File: src/rtl/gpio_port_pkg.sv
package gpio_port_pkg;
  localparam int ADDR_W = 3;
  typedef enum logic [ADDR_W-1:0] {
    REG_DATA  = 3'd0,
    REG_EDGE  = 3'd1,
    REG_DIR   = 3'd2,
    REG_IEN   = 3'd3,
    REG_PEND  = 3'd4,
    REG_VBASE = 3'd5
  } reg_sel_e;
endpackage

File: src/rtl/gpio_sync.sv
module gpio_sync #(
  parameter int W      = 8,
  parameter int STAGES = 2
) (
  input  logic         clk,
  input  logic         rst_n,
  input  logic [W-1:0] d,
  output logic [W-1:0] q
);
  logic [W-1:0] stg_q [STAGES];

  for (genvar g = 0; g < STAGES; g++) begin : g_stage
    logic [W-1:0] stg_d;
    if (g == 0) begin : g_first
      assign stg_d = d;
    end else begin : g_rest
      assign stg_d = stg_q[g-1];
    end
    always_ff @(posedge clk or negedge rst_n) begin
      if (!rst_n) stg_q[g] <= '0;
      else        stg_q[g] <= stg_d;
    end
  end

  assign q = stg_q[STAGES-1];
endmodule

File: src/rtl/gpio_edge.sv
module gpio_edge #(
  parameter int W = 8
) (
  input  logic         clk,
  input  logic         rst_n,
  input  logic [W-1:0] cur,
  input  logic [W-1:0] rise_sel,
  output logic [W-1:0] hit
);
  logic [W-1:0] prev_q;

  always_ff @(posedge clk or negedge rst_n) begin
    if (!rst_n) prev_q <= '0;
    else        prev_q <= cur;
  end

  assign hit = (cur & ~prev_q & rise_sel) | (~cur & prev_q & ~rise_sel);
endmodule

File: src/rtl/gpio_prio.sv
module gpio_prio #(
  parameter int W     = 8,
  parameter int IDX_W = 3
) (
  input  logic [W-1:0]     req,
  output logic             any,
  output logic [IDX_W-1:0] idx
);
  always_comb begin
    any = 1'b0;
    idx = '0;
    for (int i = 0; i < W; i++) begin
      if (req[i]) begin
        any = 1'b1;
        idx = i[IDX_W-1:0];
      end
    end
  end
endmodule

File: src/rtl/gpio_irq_port.sv
module gpio_irq_port
  import gpio_port_pkg::*;
#(
  parameter int N_LINES     = 8,
  parameter int VEC_W       = 8,
  parameter int SYNC_STAGES = 2
) (
  input  logic               clk,
  input  logic               rst_n,
  input  logic               bus_wr,
  input  logic [ADDR_W-1:0]  bus_addr,
  input  logic [N_LINES-1:0] bus_wdata,
  output logic [N_LINES-1:0] bus_rdata,
  input  logic [N_LINES-1:0] pin_in,
  output logic [N_LINES-1:0] pin_out,
  output logic [N_LINES-1:0] pin_oe,
  output logic               irq,
  input  logic               irq_ack,
  output logic [VEC_W-1:0]   irq_vec
);
  localparam int IDX_W  = $clog2(N_LINES);
  localparam int BASE_W = VEC_W - IDX_W - 1;

  logic [N_LINES-1:0] dat_q, dat_d, edg_q, edg_d, dir_q, dir_d;
  logic [N_LINES-1:0] ien_q, ien_d, pend_q, pend_d;
  logic [BASE_W-1:0]  vbase_q, vbase_d;
  logic [N_LINES-1:0] pin_sync, edge_hit, edge_set, ack_clr, sw_clr;
  logic               win_any;
  logic [IDX_W-1:0]   win_idx;
  logic               wr_dat, wr_edg, wr_dir, wr_ien, wr_pend, wr_vbase;

  gpio_sync #(.W(N_LINES), .STAGES(SYNC_STAGES)) u_sync (
    .clk(clk), .rst_n(rst_n), .d(pin_in), .q(pin_sync)
  );

  gpio_edge #(.W(N_LINES)) u_edge (
    .clk(clk), .rst_n(rst_n), .cur(pin_sync), .rise_sel(edg_q), .hit(edge_hit)
  );

  gpio_prio #(.W(N_LINES), .IDX_W(IDX_W)) u_prio (
    .req(pend_q), .any(win_any), .idx(win_idx)
  );

  assign wr_dat   = bus_wr && (bus_addr == REG_DATA);
  assign wr_edg   = bus_wr && (bus_addr == REG_EDGE);
  assign wr_dir   = bus_wr && (bus_addr == REG_DIR);
  assign wr_ien   = bus_wr && (bus_addr == REG_IEN);
  assign wr_pend  = bus_wr && (bus_addr == REG_PEND);
  assign wr_vbase = bus_wr && (bus_addr == REG_VBASE);

  assign edge_set = edge_hit & ien_q;
  assign ack_clr  = (irq_ack && win_any) ? (N_LINES'(1) << win_idx) : '0;
  assign sw_clr   = wr_pend ? ~bus_wdata : '0;

  always_comb begin
    dat_d   = wr_dat   ? bus_wdata : dat_q;
    edg_d   = wr_edg   ? bus_wdata : edg_q;
    dir_d   = wr_dir   ? bus_wdata : dir_q;
    ien_d   = wr_ien   ? bus_wdata : ien_q;
    vbase_d = wr_vbase ? bus_wdata[N_LINES-1 -: BASE_W] : vbase_q;
    pend_d  = (pend_q & ~(ack_clr | sw_clr)) | edge_set;
  end

  always_ff @(posedge clk or negedge rst_n) begin
    if (!rst_n) begin
      dat_q   <= '0;
      edg_q   <= '0;
      dir_q   <= '0;
      ien_q   <= '0;
      pend_q  <= '0;
      vbase_q <= '0;
    end else begin
      dat_q   <= dat_d;
      edg_q   <= edg_d;
      dir_q   <= dir_d;
      ien_q   <= ien_d;
      pend_q  <= pend_d;
      vbase_q <= vbase_d;
    end
  end

  always_comb begin
    case (bus_addr)
      REG_DATA:  bus_rdata = (dir_q & dat_q) | (~dir_q & pin_sync);
      REG_EDGE:  bus_rdata = edg_q;
      REG_DIR:   bus_rdata = dir_q;
      REG_IEN:   bus_rdata = ien_q;
      REG_PEND:  bus_rdata = pend_q;
      REG_VBASE: bus_rdata = {vbase_q, {(N_LINES-BASE_W){1'b0}}};
      default:   bus_rdata = '0;
    endcase
  end

  assign pin_out = dat_q;
  assign pin_oe  = dir_q;
  assign irq     = win_any;
  assign irq_vec = win_any ? {vbase_q, win_idx, 1'b0} : '0;


  pend_needs_enable_chk: assert property (@(posedge clk) disable iff (!rst_n)
    1'b1 |=> ((pend_q & ~$past(pend_q) & ~$past(ien_q)) == '0));


  vec_points_at_pending_chk: assert property (@(posedge clk) disable iff (!rst_n)
    irq |-> pend_q[irq_vec[IDX_W:1]]);


  vec_is_highest_chk: assert property (@(posedge clk) disable iff (!rst_n)
    irq |-> (((pend_q >> irq_vec[IDX_W:1]) >> 1) == '0));


  ack_clears_winner_chk: assert property (@(posedge clk) disable iff (!rst_n)
    (irq_ack && irq && !edge_set[win_idx]) |=> !pend_q[$past(win_idx)]);


  sw_clear_chk: assert property (@(posedge clk) disable iff (!rst_n)
    wr_pend |=> ((pend_q & ~$past(bus_wdata) & ~$past(edge_set)) == '0));
endmodule

File: config.mk
export PLATFORM = sky130hd
export DESIGN_NAME = gpio_irq_port
export DESIGN_NICKNAME = d
export VERILOG_FILES = /design/src/rtl/gpio_port_pkg.sv /design/src/rtl/gpio_sync.sv /design/src/rtl/gpio_edge.sv /design/src/rtl/gpio_prio.sv /design/src/rtl/gpio_irq_port.sv
export SDC_FILE = /design/constraint.sdc
export NUM_CORES = 1
export LEC_CHECK = 0
export ABC_AREA = 1
export BUFFER_PORTS_ARGS = -buffer_cell sky130_fd_sc_hd__buf_2
export CORE_ASPECT_RATIO = 0.8
export CORE_MARGIN = 4
export CORE_UTILIZATION = 25
export DETAILED_ROUTE_END_ITERATION = 10
export GPL_ROUTABILITY_DRIVEN = 0
export GPL_TIMING_DRIVEN = 0
export MAX_ROUTING_LAYER = met4
export PLACE_DENSITY = 0.42
export SLEW_MARGIN = 20
export SYNTH_ARGS = -nofsm -noshare
export SYNTH_HDL_FRONTEND = slang
export SYNTH_HIERARCHICAL = 1
export SYNTH_SLANG_ARGS = --single-unit
File: constraint.sdc
create_clock -name clk -period 2 [get_ports clk]
set_input_delay 0 -clock clk [delete_from_list [all_inputs] [get_ports clk]]
set_output_delay 0 -clock clk [all_outputs]
set_load 0.1 [all_outputs]
Yosys cells after proc, flatten, opt, wreduce, memory -nomap -nowiden --
Index checks and enable logic that the tools add are counted.
Operators by class: shift operators 1, divide/modulo/power cells 0, add/subtract/negate cells 0, bitwise operators 18, $lt $le $gt $ge 0, multipliers 0, multiplexer cells 19, reductions and logical operators 8, equality and inequality tests 5
Operators by type and width (number):
- AND 8 bit | 8
- NOT 8 bit | 6
- case mux 8 bit (6 select lines) | 1
- bitwise OR 8 bit | 4
- two-way mux 8 bit | 3
- two-way mux 3 bit | 4
- two-way mux 1 bit | 9
- left shift 1 x 3 -> 8 bit (first input constant) | 1
- logical AND 1 bit | 7
- == test 3 x 2 -> 1 bit (second input constant) | 2
- == test 3 bit (second input constant) | 2
- two-way mux 2 bit | 2
- == test 3 x 1 -> 1 bit (second input constant) | 1
- logical NOT 3 bit | 1
Word-level totals: register bits 68, memories 0, output and inout bits 33, bits in latches 0, input bits 23, memory bits (writable) 0, word-level logic and storage cells 60, bits in read-only memories 0

Logic depth before layout (Yosys ltp) --
Gate-level depths: netlist of the first run.
word-level depth 14, depth in mapped cells 12, mapped depth without buffers 12

Cells and area by module --
The synthesis of the first run kept the hierarchy.
By module, submodules not included:
- gpio_irq_port | area each 2516.2 µm², sequential area each 1101.1 µm², instances 1, cells an instance 358
- gpio_edge | area each 400.4 µm², sequential area each 200.2 µm², instances 1, cells an instance 56
- gpio_sync | area each 400.4 µm², sequential area each 400.4 µm², instances 1, cells an instance 16
- gpio_prio | area each 77.6 µm², sequential area each 0.0 µm², instances 1, cells an instance 20

Worst setup path after synthesis of the first run --
No wires, ideal clock.
path type register -> output, start point register pend_q[3], end point output irq_vec[5], path buffers 1, data arrival time 2.214 ns, stages on the path, launching flop included 8, data required time 2.000 ns, setup slack -0.214 ns, path through dfrtp_1 -> inv_1 -> nand2_1 -> nor3_1 -> nand3_1 -> clkbuf_1 -> nand2_1 -> inv_1
On the way: cells in the longest elaborated chain, start to end 6
Ends and longest elaborated chain:
- start, declared | line gpio_irq_port.sv:25 | logic [N_LINES-1:0] ien_q, ien_d, pend_q, pend_d;
- start signal, assigned | line gpio_irq_port.sv:77 | pend_q <= pend_d;
- two-way mux 1 bit (5 in a row) | line gpio_prio.sv:13 | if (req[i]) begin
- net irq | line gpio_irq_port.sv:17 | output logic irq,
- two-way mux 8 bit | line gpio_irq_port.sv:97 | assign irq_vec = win_any ? {vbase_q, win_idx, 1'b0} : '0;
- end, declared | line gpio_irq_port.sv:19 | output logic [VEC_W-1:0] irq_vec
The timed path passes the listed nets, and every way through them passes these cells.

Worst setup path in the final report of the first run --
start point register pend_q[3], end point output irq_vec[5]
On the way: cells in the longest elaborated chain, start to end 6
Ends and longest elaborated chain (line):
- two-way mux 1 bit (5 in a row) | gpio_prio.sv:13
- two-way mux 8 bit | gpio_irq_port.sv:97
No other way between the ends.

==> out/metrics.yaml, run 1 <==
yosys:
  synth.area.top_cells: "dfrtp_1, nand2_1, inv_1"
  yosys.area_share.simple_pct: 33.9
  synth_ff_type: "dfrtp_1"
  async_reset_ff_share_pct: 100
  synthXorXnorAreaFrac_pct: 0
  ys_types: 24
  synth_fa_ha_area_share_pct: 0
  ys_ff_latch: 68
  synth.cell_area_mm2: 0.00339
  synth-edff-count: 0
  syn_nets: 473
  synthMuxAreaShare_pct: 0
  syn_area_per_cell_um2: 7.54
  yosys_warnings: 6
  synth_compound_area_share_pct: 5.31
  synth_top_family_by_area: "simple AND/OR/NAND/NOR gates"
  synth_top_area_share_pct: 50.1
  synth_cells: 450
  yosys.area.top_type: "dfrtp_1"
  ys_seq_area_share_pct: 50.1
critical_path:
  arrival_ns: 1.81
  critPathRequiredTime_ns: 2.00
  path_cells: "inv_1, nand2_1, nor3_1, nand3_2, clkbuf_1, nand2_1, inv_1, buf_2"
  critPathMaxStageDelay_ns: 0.41
  slowest_stage: "buf_2"
  worst-path-max-fanout: 8
  cp_num_buf_inv: 4
  cp_top_family: "buffers and inverters"
  critical_path_class: "register to output port"
  critPathCaptureType: "output port"
  startpoint_type: "register"
placement:
  io_buffer_count: 54
  dp_hpwl_mm: 7.60
finish:
  final_nets: 556
  drive_above_1_share_pct: 16.5
  utilization_pct: 33.7
  fillers: 1464
  syn2layout_area_growth_pct: 29.5
  diodes: 0
detailed_routing:
  route.final.wire_length_mm: 10.2
  drc: 0
  wire_per_inst_um: 14.4
  ant_nets: 0
  num_vias: 3016
  drtPass1Iterations: 4
  drt_iter0_drc: 204
  via_per_inst: 4.23
sta:
  layout_min_cycle_time_ns: 1.81
  rsz0062_at_grt: "no"
  tightest_slew_ns: 0.561
  drv_slew: 0
  fin_tns_setup_ns: 0
  max_freq_mhz: 554
  timing.final.crit_share_pct: 90.3
  maxSlewHeadroom_pct: 62.6
  fin_worst_skew_ns: 0.00990
  setup_viol: 0
  final_hold_viol_count: 0
clocking:
  worstSkewPairLatency_ns: 0.33
  clkSlewWorstSetupHoldPaths_ns: 0.06
  cts_buffer_depth: 2
  cts_tree: "done"
  root_buffer: "clkbuf_16"
  cts_buffers: 9
  postCtsSetupRepairBufs: 0
  cts_resized: 0
  hold_buffers: 17
  htreeDepth: 3
  clock_sinks: 68
power_and_ir_drop:
  internal-power_w: 0.00307
  seqPwrFrac_pct: 33.1
  finalPower_w: 0.00564
  ir_drop_mv: 0.910
  powerDensity_mw_per_mm2: 1280
  switching_share_pct: 45.6
  clkPwrFrac_pct: 28.8
  p_sw_w: 0.00257
  p_comb_share_pct: 38.0
  p_leak_nw: 2.38
floorplanning:
  die_h_um: 112
  coreArea_mm2: 0.0131
  dieArea_mm2: 0.0155
  num_rows: 37
  ios: 56
  initial_utilization_pct: 26.0
  fp.dieW_um: 138
worst_hold_path:
  hold_path_class: "input pin to register"
global_route:
  grt_use_total_pct: 14.2
  antenna_found_initial: 0
  grt_pass1_wl_mm: 16.7
  grt_max_degree: 43
  grt-ovfl-total: 0
  grt_pass1_vias: 3010
run_status:
  status: "complete, no violations"
job:
  maxCapViolCount: 0
-- per-layer routing --
layer  up-vias  GRT usage, %  part of all wire (%)  wire length (um)
li1       1582             -                     -                 -
met1      1360          19.9                    52              5310
met2        64          20.4                    43              4410
met3        10          3.15                   4.0               408
met4         0          4.15                   1.1               116
met5         -             -                     0                 0
-- power groups by stage --
stage	logic [W]	registers (W)	clock network, W
global placement	0.00212	0.00188	0
detailed placement	0.00213	0.00189	0
finish	0.00215	0.00187	0.00163
floorplan	0.00131	0.00225	0
global route	0.00233	0.00191	0.00174
CTS	0.00217	0.00187	0.00168
-- cell usage after synthesis (2+ instances only) --
master / n
nor2_1: 20
o21ai_1: 8
inv_1: 70
nand2_1: 162
clkbuf_1: 6
nand3_1: 37
buf_2: 6
dfrtp_1: 68
o21ai_0: 28
buf_4: 2
nor2_4: 2
nand4_1: 28
inv_2: 2
-- metrics by stage --
step                      area [um^2]  setup slack (ns)  instances  hold slack (ns)
after detailed placement         3920             0.333        680          -0.0514
after global routing             4390            0.0224        713            0.116
final                            4390             0.194        713           0.0925
after floorplan                  3400            0.0905        450           -0.296
after global placement           3890             0.334        679            0.108
after CTS                        4390             0.156        713           0.0867
-- area by class of cell --
| cell class | count | area [um^2] | area share, % |
|---|---|---|---|
| timing repair buffer | 72 | 470 | 10.7 |
| clock inverter | 3 | 45.0 | 1.03 |
| clock buffer | 13 | 260 | 5.92 |
| sequential | 68 | 1700 | 38.7 |
| multi-input combinational | 293 | 1340 | 30.5 |
| buffer | 16 | 82.6 | 1.88 |
| tap | 175 | 219 | 4.98 |
| inverter | 73 | 274 | 6.24 |
-- flip-flops by register name (all words and copies together), names as in the netlist, 8 cells and up --
register / count
pin_out: 8
u_sync/g_stage.stg_d: 8
pend_q: 8
u_sync/q: 8
ien_q: 8
edg_q: 8
pin_oe: 8
u_edge/prev_q: 8
-- placed cells by master, fill, tap and decap left out, types with 9 or more instances in the layout --
master	instances
buf_2	59
clkbuf_16	9
dfrtp_1	68
dlygate4sd3_1	17
inv_1	70
nand2_1	162
nand3_1	36
nand4_1	28
nor2_1	20
o21ai_0	28
-- final timing paths --
| kind | startpoint | to | slack [ns] | cells after the start |
|---|---|---|---|---|
| min | bus_wr | pin_oe[4] | 0.09 | 4 |
| min in group asynchronous | rst_n | u_sync/g_stage[1].stg_d[6] | 0.12 | 2 |
| max reg2reg | pend_q[3] | pend_q[3] | 0.39 | 10 |
| max | pend_q[3] | irq_vec[5] | 0.19 | 8 |
| min reg2reg | u_sync/g_stage[1].stg_d[4] | u_sync/q[4] | 0.35 | 0 |
| max in group asynchronous | rst_n | u_edge/prev_q[3] | 1.34 | 3 |
-- cell families after synthesis --
group / count (synthesis)
buffers and inverters: 89
flip-flops: 68
other: 1
AND/OR/NAND/NOR: 256
AO/OA/AOI/OAI: 36
-- worst register-to-register path, delay by kind of cell, from the launching register on --
kind                   cells  cell delay, ns
buffers and inverters      2            0.32
flip-flops                 1            0.39
AND/OR/NAND/NOR            8            0.79
(Power assumes the default switching activity.)
==> inputs of run 2 (changes only) <==
ABC_AREA = not set   (was 1)
==> out/metrics.yaml, run 2 <==
placement:
  dp.cells: 477  # -30%
  dp_slack_ns: 0.101  # -0.232 ns
  io_buffer_count: 53  # -1.9%
  dp_hpwl_mm: 6.29  # -17%
yosys:
  synth.area.top_cells: "dfrtp_1, mux2_2, mux2_4"
  async_reset_ff_share_pct: 100  # unchanged
  syn_area_per_cell_um2: 12.6  # +67%
  synth_top_area_share_pct: 53.6  # +3.5 points
  synth-edff-count: 0  # unchanged
  yosys_warnings: 6  # unchanged
  ys_seq_area_share_pct: 53.6  # +3.5 points
  synth_cells: 252  # -44%
  ys_types: 40  # +67%
  ys_ff_latch: 68  # unchanged
  yosys.area.top_type: "dfrtp_1"
  synth_common_cells: "dfrtp_1, mux2_2, nand2_1"
  yosysMostFrequentCell: "dfrtp_1"
  syn_nets: 275  # -42%
  synth_ff_type: "dfrtp_1"
  synth.cell_area_mm2: 0.00317  # -6.6%
detailed_routing:
  ant_nets: 0  # unchanged
  drtPass1Iterations: 4  # unchanged
  route.final.wire_length_mm: 8.90  # -13%
  drt_iter0_drc: 89  # -56%
  num_vias: 2362  # -22%
  via_per_inst: 4.61  # +9.1%
  drc: 0  # unchanged
  wire_per_inst_um: 17.4  # +21%
critical_path:
  startpoint_type: "register"
  critPathRequiredTime_ns: 2.00  # about the same
  worst-path-max-fanout: 5  # -3
  critical_path_class: "register to output port"
  rrSetupSlack_ns: 0.33  # -0.06 ns
  arrival_ns: 1.87  # +0.06 ns
  critPathCaptureType: "output port"
sta:
  fin_ws_ns: 0.134  # -0.0595 ns
  max_freq_mhz: 536  # -3.2%
  layout_min_cycle_time_ns: 1.87  # +0.0595 ns
  maxSlewHeadroom_pct: 51.8  # -11 points
  drv_slew: 0  # unchanged
  setup_viol: 0  # unchanged
  holdWs_ns: 0.0779  # -0.0146 ns
  rsz0062_at_grt: "no"
  tightest_slew_ns: 0.721  # +0.159 ns
  timing.final.crit_share_pct: 93.3  # +3.0 points
  fin_worst_skew_ns: 0.00273  # -0.00717 ns
  final_hold_viol_count: 0  # unchanged
floorplanning:
  dieArea_mm2: 0.0146  # -6.1%
  initial_utilization_pct: 25.8  # -0.21 points
  num_rows: 36  # -2.7%
  ios: 56  # unchanged
  fp.dieW_um: 134  # -3.1%
  coreArea_mm2: 0.0123  # -5.8%
  die_h_um: 109  # -3.1%
worst_hold_path:
  hold_path_class: "input pin to register"
clocking:
  clkSlewWorstSetupHoldPaths_ns: 0.06  # about the same
  htreeDepth: 3  # unchanged
  clock_sinks: 68  # unchanged
  cts_tree: "done"
  cts_buffer_depth: 2  # unchanged
  cts_buffers: 9  # unchanged
  root_buffer: "clkbuf_16"
  worstSkewPairLatency_ns: 0.33  # about the same
finish:
  layout_commonest_cell: "dfrtp_1"
  drive_above_1_share_pct: 45.5  # +29 points
  final_cell_mix: "dfrtp_1, buf_2, mux2_2, dlygate4sd3_1, nand2_1"
  final_cells: 512  # -28%
  syn2layout_area_growth_pct: 38.2
  final_nets: 359  # -35%
  diodes: 0  # unchanged
run_status:
  status: "complete, no violations"
job:
  maxCapViolCount: 0  # unchanged
global_route:
  grt_max_degree: 38  # -12%
  grt_use_total_pct: 13.7  # -0.49 points
  antenna_found_initial: 0  # unchanged
  grt_pass1_wl_mm: 14.4  # -14%
  grt-ovfl-total: 0  # unchanged
  grt_pass1_vias: 2497  # -17%
power_and_ir_drop:
  p_leak_nw: 1.87  # -22%
  powerDensity_mw_per_mm2: 1430  # +11%
  ir_drop_mv: 0.641  # -30%
-- run 2: changes by cell type after synthesis, sizes merged, moves of 7 or more --
cell and delta:
a21oi +9, and2 +8, inv -69, mux2 +41, mux2i +10, nand2 -149
nand2b +10, nand3 -37, nand3b +7, nand4 -25, nor2 -17, o21ai -26
-- run 2: report_power, final --
| part | internal, W | total [W] | switching (W) |
|---|---|---|---|
| Clock | 0.00128 | 0.00187 | 0.000585 |
| Sequential | 0.00164 | 0.00194 | 0.000292 |
| Combinational | 0.000696 | 0.00245 | 0.00175 |
-- run 2: final cells by class --
| type | instances | area [um^2] |
|---|---|---|
| Multi-Input combinational cell | 170 | 1540 |
| Tap cell | 171 | 214 |
| Fill cell | 1241 | 7910 |
| Timing Repair Buffer | 73 | 475 |
| Inverter | 4 | 15.0 |
| Buffer | 10 | 87.6 |
| Clock buffer | 12 | 256 |
| Sequential cell | 68 | 1700 |
| Clock inverter | 4 | 95.1 |
-- run 2: routing by layer --
layer | part of all wire [%] | vias to the layer above | global-route usage (%)
met5 | 0 | - | -
met4 | 1.8 | 0 | 4.99
met3 | 5.0 | 11 | 4.24
met2 | 41 | 65 | 18.4
met1 | 52 | 1183 | 19.1
li1 | - | 1103 | -
-- run 2: kinds of logic (layout without fill, tap and decap cells) --
group | Yosys count | after routing | synth area share, %
simple gates | 73 | 73 | 14.0
flops | 68 | 68 | 53.6
mux | 51 | 51 | 18.7
buf+inv | 14 | 103 | 2.56
compound gates | 45 | 45 | 11.0
other cells | 1 | 1 | 0.118
-- run 2: worst paths after layout --
check | from | end | cells past startpoint
min in group asynchronous | rst_n | u_sync/g_stage[1].stg_d[6] | 2
max in group asynchronous | rst_n | pend_q[1] | 3
worst max register to register | pend_q[6] | pend_q[0] | 6
worst min register to register | u_sync/g_stage[1].stg_d[3] | u_sync/q[3] | 0
worst max-delay path | pend_q[6] | irq_vec[7] | 5
worst min-delay path | irq_ack | pend_q[7] | 4
-- run 2: stage by stage --
step	power [W]	TNS, ns	cell area (um^2)	util (%)
after floorplan	0.00386	-7.64	3320	-
after global placement	0.00430	0	3800	30.9
after detailed placement	0.00433	0	3820	31.1
after CTS	0.00630	0	4370	35.6
after global routing	0.00654	0	4380	35.6
final	0.00625	0	4380	35.6
-- run 2: worst max-delay path: stages, from the launching register on --
cell	delay, ns
dfrtp_1	0.46
nor2_2	0.22
nand4_1	0.19
buf_4	0.20
and2_2	0.18
buf_2	0.28
-- run 2: what timing repair did --
item,CTS,global route
resized for setup,3,2
setup buffers,2,0
pin swaps,1,0
endpoints found under the hold margin,73,0
cloned,0,0
hold buffers,17,0
setup endpoints to repair,3,1
==> inputs of run 3 (changes only) <==
CORE_UTILIZATION = 55   (was 25)
PLACE_DENSITY = 0.79   (was 0.42)
clock period = 2.13 ns   (was 2 ns; I/O delays follow)
==> out/metrics.yaml, run 3 (synthesized netlist as in run 2, its figures left out) <==
clocking:
  root_buffer: "clkbuf_8"
  cts_buffers: 9  # unchanged
  cts_tree: "done"
  cts_buffer_depth: 2  # unchanged
  htreeDepth: 3  # unchanged
  clock_sinks: 68  # unchanged
  worstSkewPairLatency_ns: 0.34  # about the same
  clkSlewWorstSetupHoldPaths_ns: 0.07  # about the same
detailed_routing:
  route.final.wire_length_mm: 7.35  # -17%
  drt_iter0_drc: 216  # +140%
  wire_per_inst_um: 17.6  # +1.4%
  drc: 0  # unchanged
  drtPass1Iterations: 4  # unchanged
  num_vias: 2356  # -0.25%
  ant_nets: 0  # unchanged
  via_per_inst: 5.65  # +22%
critical_path:
  timing.rr.end: "pend_q[2]"
  r2r_start: "pend_q[6]"
  cp-endpoint: "irq_vec[2]"
  critPathCaptureType: "output port"
  arrival_ns: 1.92  # +0.05 ns
  rrSetupSlack_ns: 0.49  # +0.16 ns
  worst-path-max-fanout: 6  # +1
  critPathLaunch: "pend_q[5]"
  startpoint_type: "register"
  critPathRequiredTime_ns: 2.13  # +0.13 ns
  reg2regPathDepth: 5  # -1
  critical_path_class: "register to output port"
floorplanning:
  fp.dieW_um: 92.9  # -31%
  coreArea_mm2: 0.00553  # -55%
  die_h_um: 75.9  # -30%
  initial_utilization_pct: 57.4  # +32 points
  ios: 56  # unchanged
  num_rows: 24  # -33%
  dieArea_mm2: 0.00705  # -52%
placement:
  io_buffer_count: 53  # unchanged
  placed_area_mm2: 0.00367  # -4.0%
  dp.cells: 384  # -19%
  dp_hpwl_mm: 5.10  # -19%
finish:
  diodes: 0  # unchanged
  final_nets: 359  # unchanged
  layout_commonest_cell: "dfrtp_1"
  final_cell_mix: "dfrtp_1, buf_2, mux2_2, dlygate4sd3_1, nand2_1"
  syn2layout_area_growth_pct: 28.1
  drive_above_1_share_pct: 44.2  # -1.2 points
  final_cells: 417  # -19%
  final_area_mm2: 0.00406  # -7.3%
power_and_ir_drop:
  ir_drop_mv: 0.659  # +2.8%
  powerDensity_mw_per_mm2: 1250  # -12%
  p_leak_nw: 1.79  # -4.2%
  finalPower_w: 0.00510  # -18%
sta:
  layout_min_cycle_time_ns: 1.92
  timing.final.crit_share_pct: 90.2
  tightest_slew_ns: 0.697  # -0.0237 ns
  max_freq_mhz: 521
  setup_viol: 0  # unchanged
  rsz0062_at_grt: "no"
  holdWs_ns: 0.0994  # +0.0215 ns
  final_hold_viol_count: 0  # unchanged
  maxSlewHeadroom_pct: 53.5  # +1.7 points
  fin_tns_setup_ns: 0  # unchanged
  fin_worst_skew_ns: 0.00613  # +0.00340 ns
  drv_slew: 0  # unchanged
global_route:
  grt_use_total_pct: 23.5  # +9.9 points
  grt_max_degree: 38  # unchanged
  grt_pass1_vias: 2406  # -3.6%
  grt_pass1_wl_mm: 12.5  # -14%
  antenna_found_initial: 0  # unchanged
  grt-ovfl-total: 0  # unchanged
worst_hold_path:
  hold_path_class: "input pin to register"
run_status:
  status: "complete, no violations"
job:
  maxCapViolCount: 0  # unchanged
-- run 3: cell types whose count changed in the layout (fill, tap and decap cells not counted), sizes merged --
cell,change
bufinv,-2
-- run 3: critical path, stage by stage (launching register included) --
cell	delay, ns
dfrtp_1	0.45
o31ai_2	0.49
and2_2	0.22
buf_2	0.42
-- run 3: how the worst min path moves through the flow --
| stage | startpoint | endpoint | slack (ns) | depth (start not counted) |
|---|---|---|---|---|
| final | irq_ack | pend_q[6] | 0.1 | 3 |
| after CTS | irq_ack | pend_q[7] | 0.06 | 4 |
| after detailed placement | rst_n | u_edge/prev_q[6] | -0.03 | 1 |
| after floorplan | rst_n | edg_q[0] | -0.30 | 0 |
| after global routing | irq_ack | pend_q[7] | 0.1 | 4 |
| after global placement | pin_in[2] | u_sync/g_stage[1].stg_d[2] | 0.11 | 1 |
-- run 3: power breakdown --
group | total [W] | switching, W | internal [W] | leakage, nW
sequential | 0.00180 | 0.000259 | 0.00154 | 0.801
clock | 0.00103 | 0.000443 | 0.000590 | 0.0983
combinational | 0.00226 | 0.00163 | 0.000633 | 0.888
-- run 3: stage by stage --
step                      util, %  setup slack [ns]
after floorplan                 -            -0.540
after global placement       66.0             0.308
after detailed placement     66.4             0.262
after CTS                    73.0            0.0179
after global routing         73.6             0.104
final                        73.6             0.210
-- run 3: area by class of cell --
type,instances,area [um^2]
well taps,78,97.6
plain buffers,10,87.6
flip-flops and latches,68,1700
fillers,407,1460
inverters,4,15.0
clock buffers,12,155
clock inverters,2,35.0
repair buffers,73,473
multi-input cells,170,1500
-- run 3: metal layers --
metal	part of all wire [%]	GRT usage, %
met2	45	32.9
met4	1.2	7.61
met3	7.0	6.34
met5	0	-
met1	46	33.6
-- run 3: repair_timing --
action,4_1_cts,5_1_grt
endpoints found under the hold margin,112,0
buffers inserted,0,2
gates resized for setup,1,2
hold buffers,17,0
endpoints found under the setup margin,1,3
pin swaps,0,1
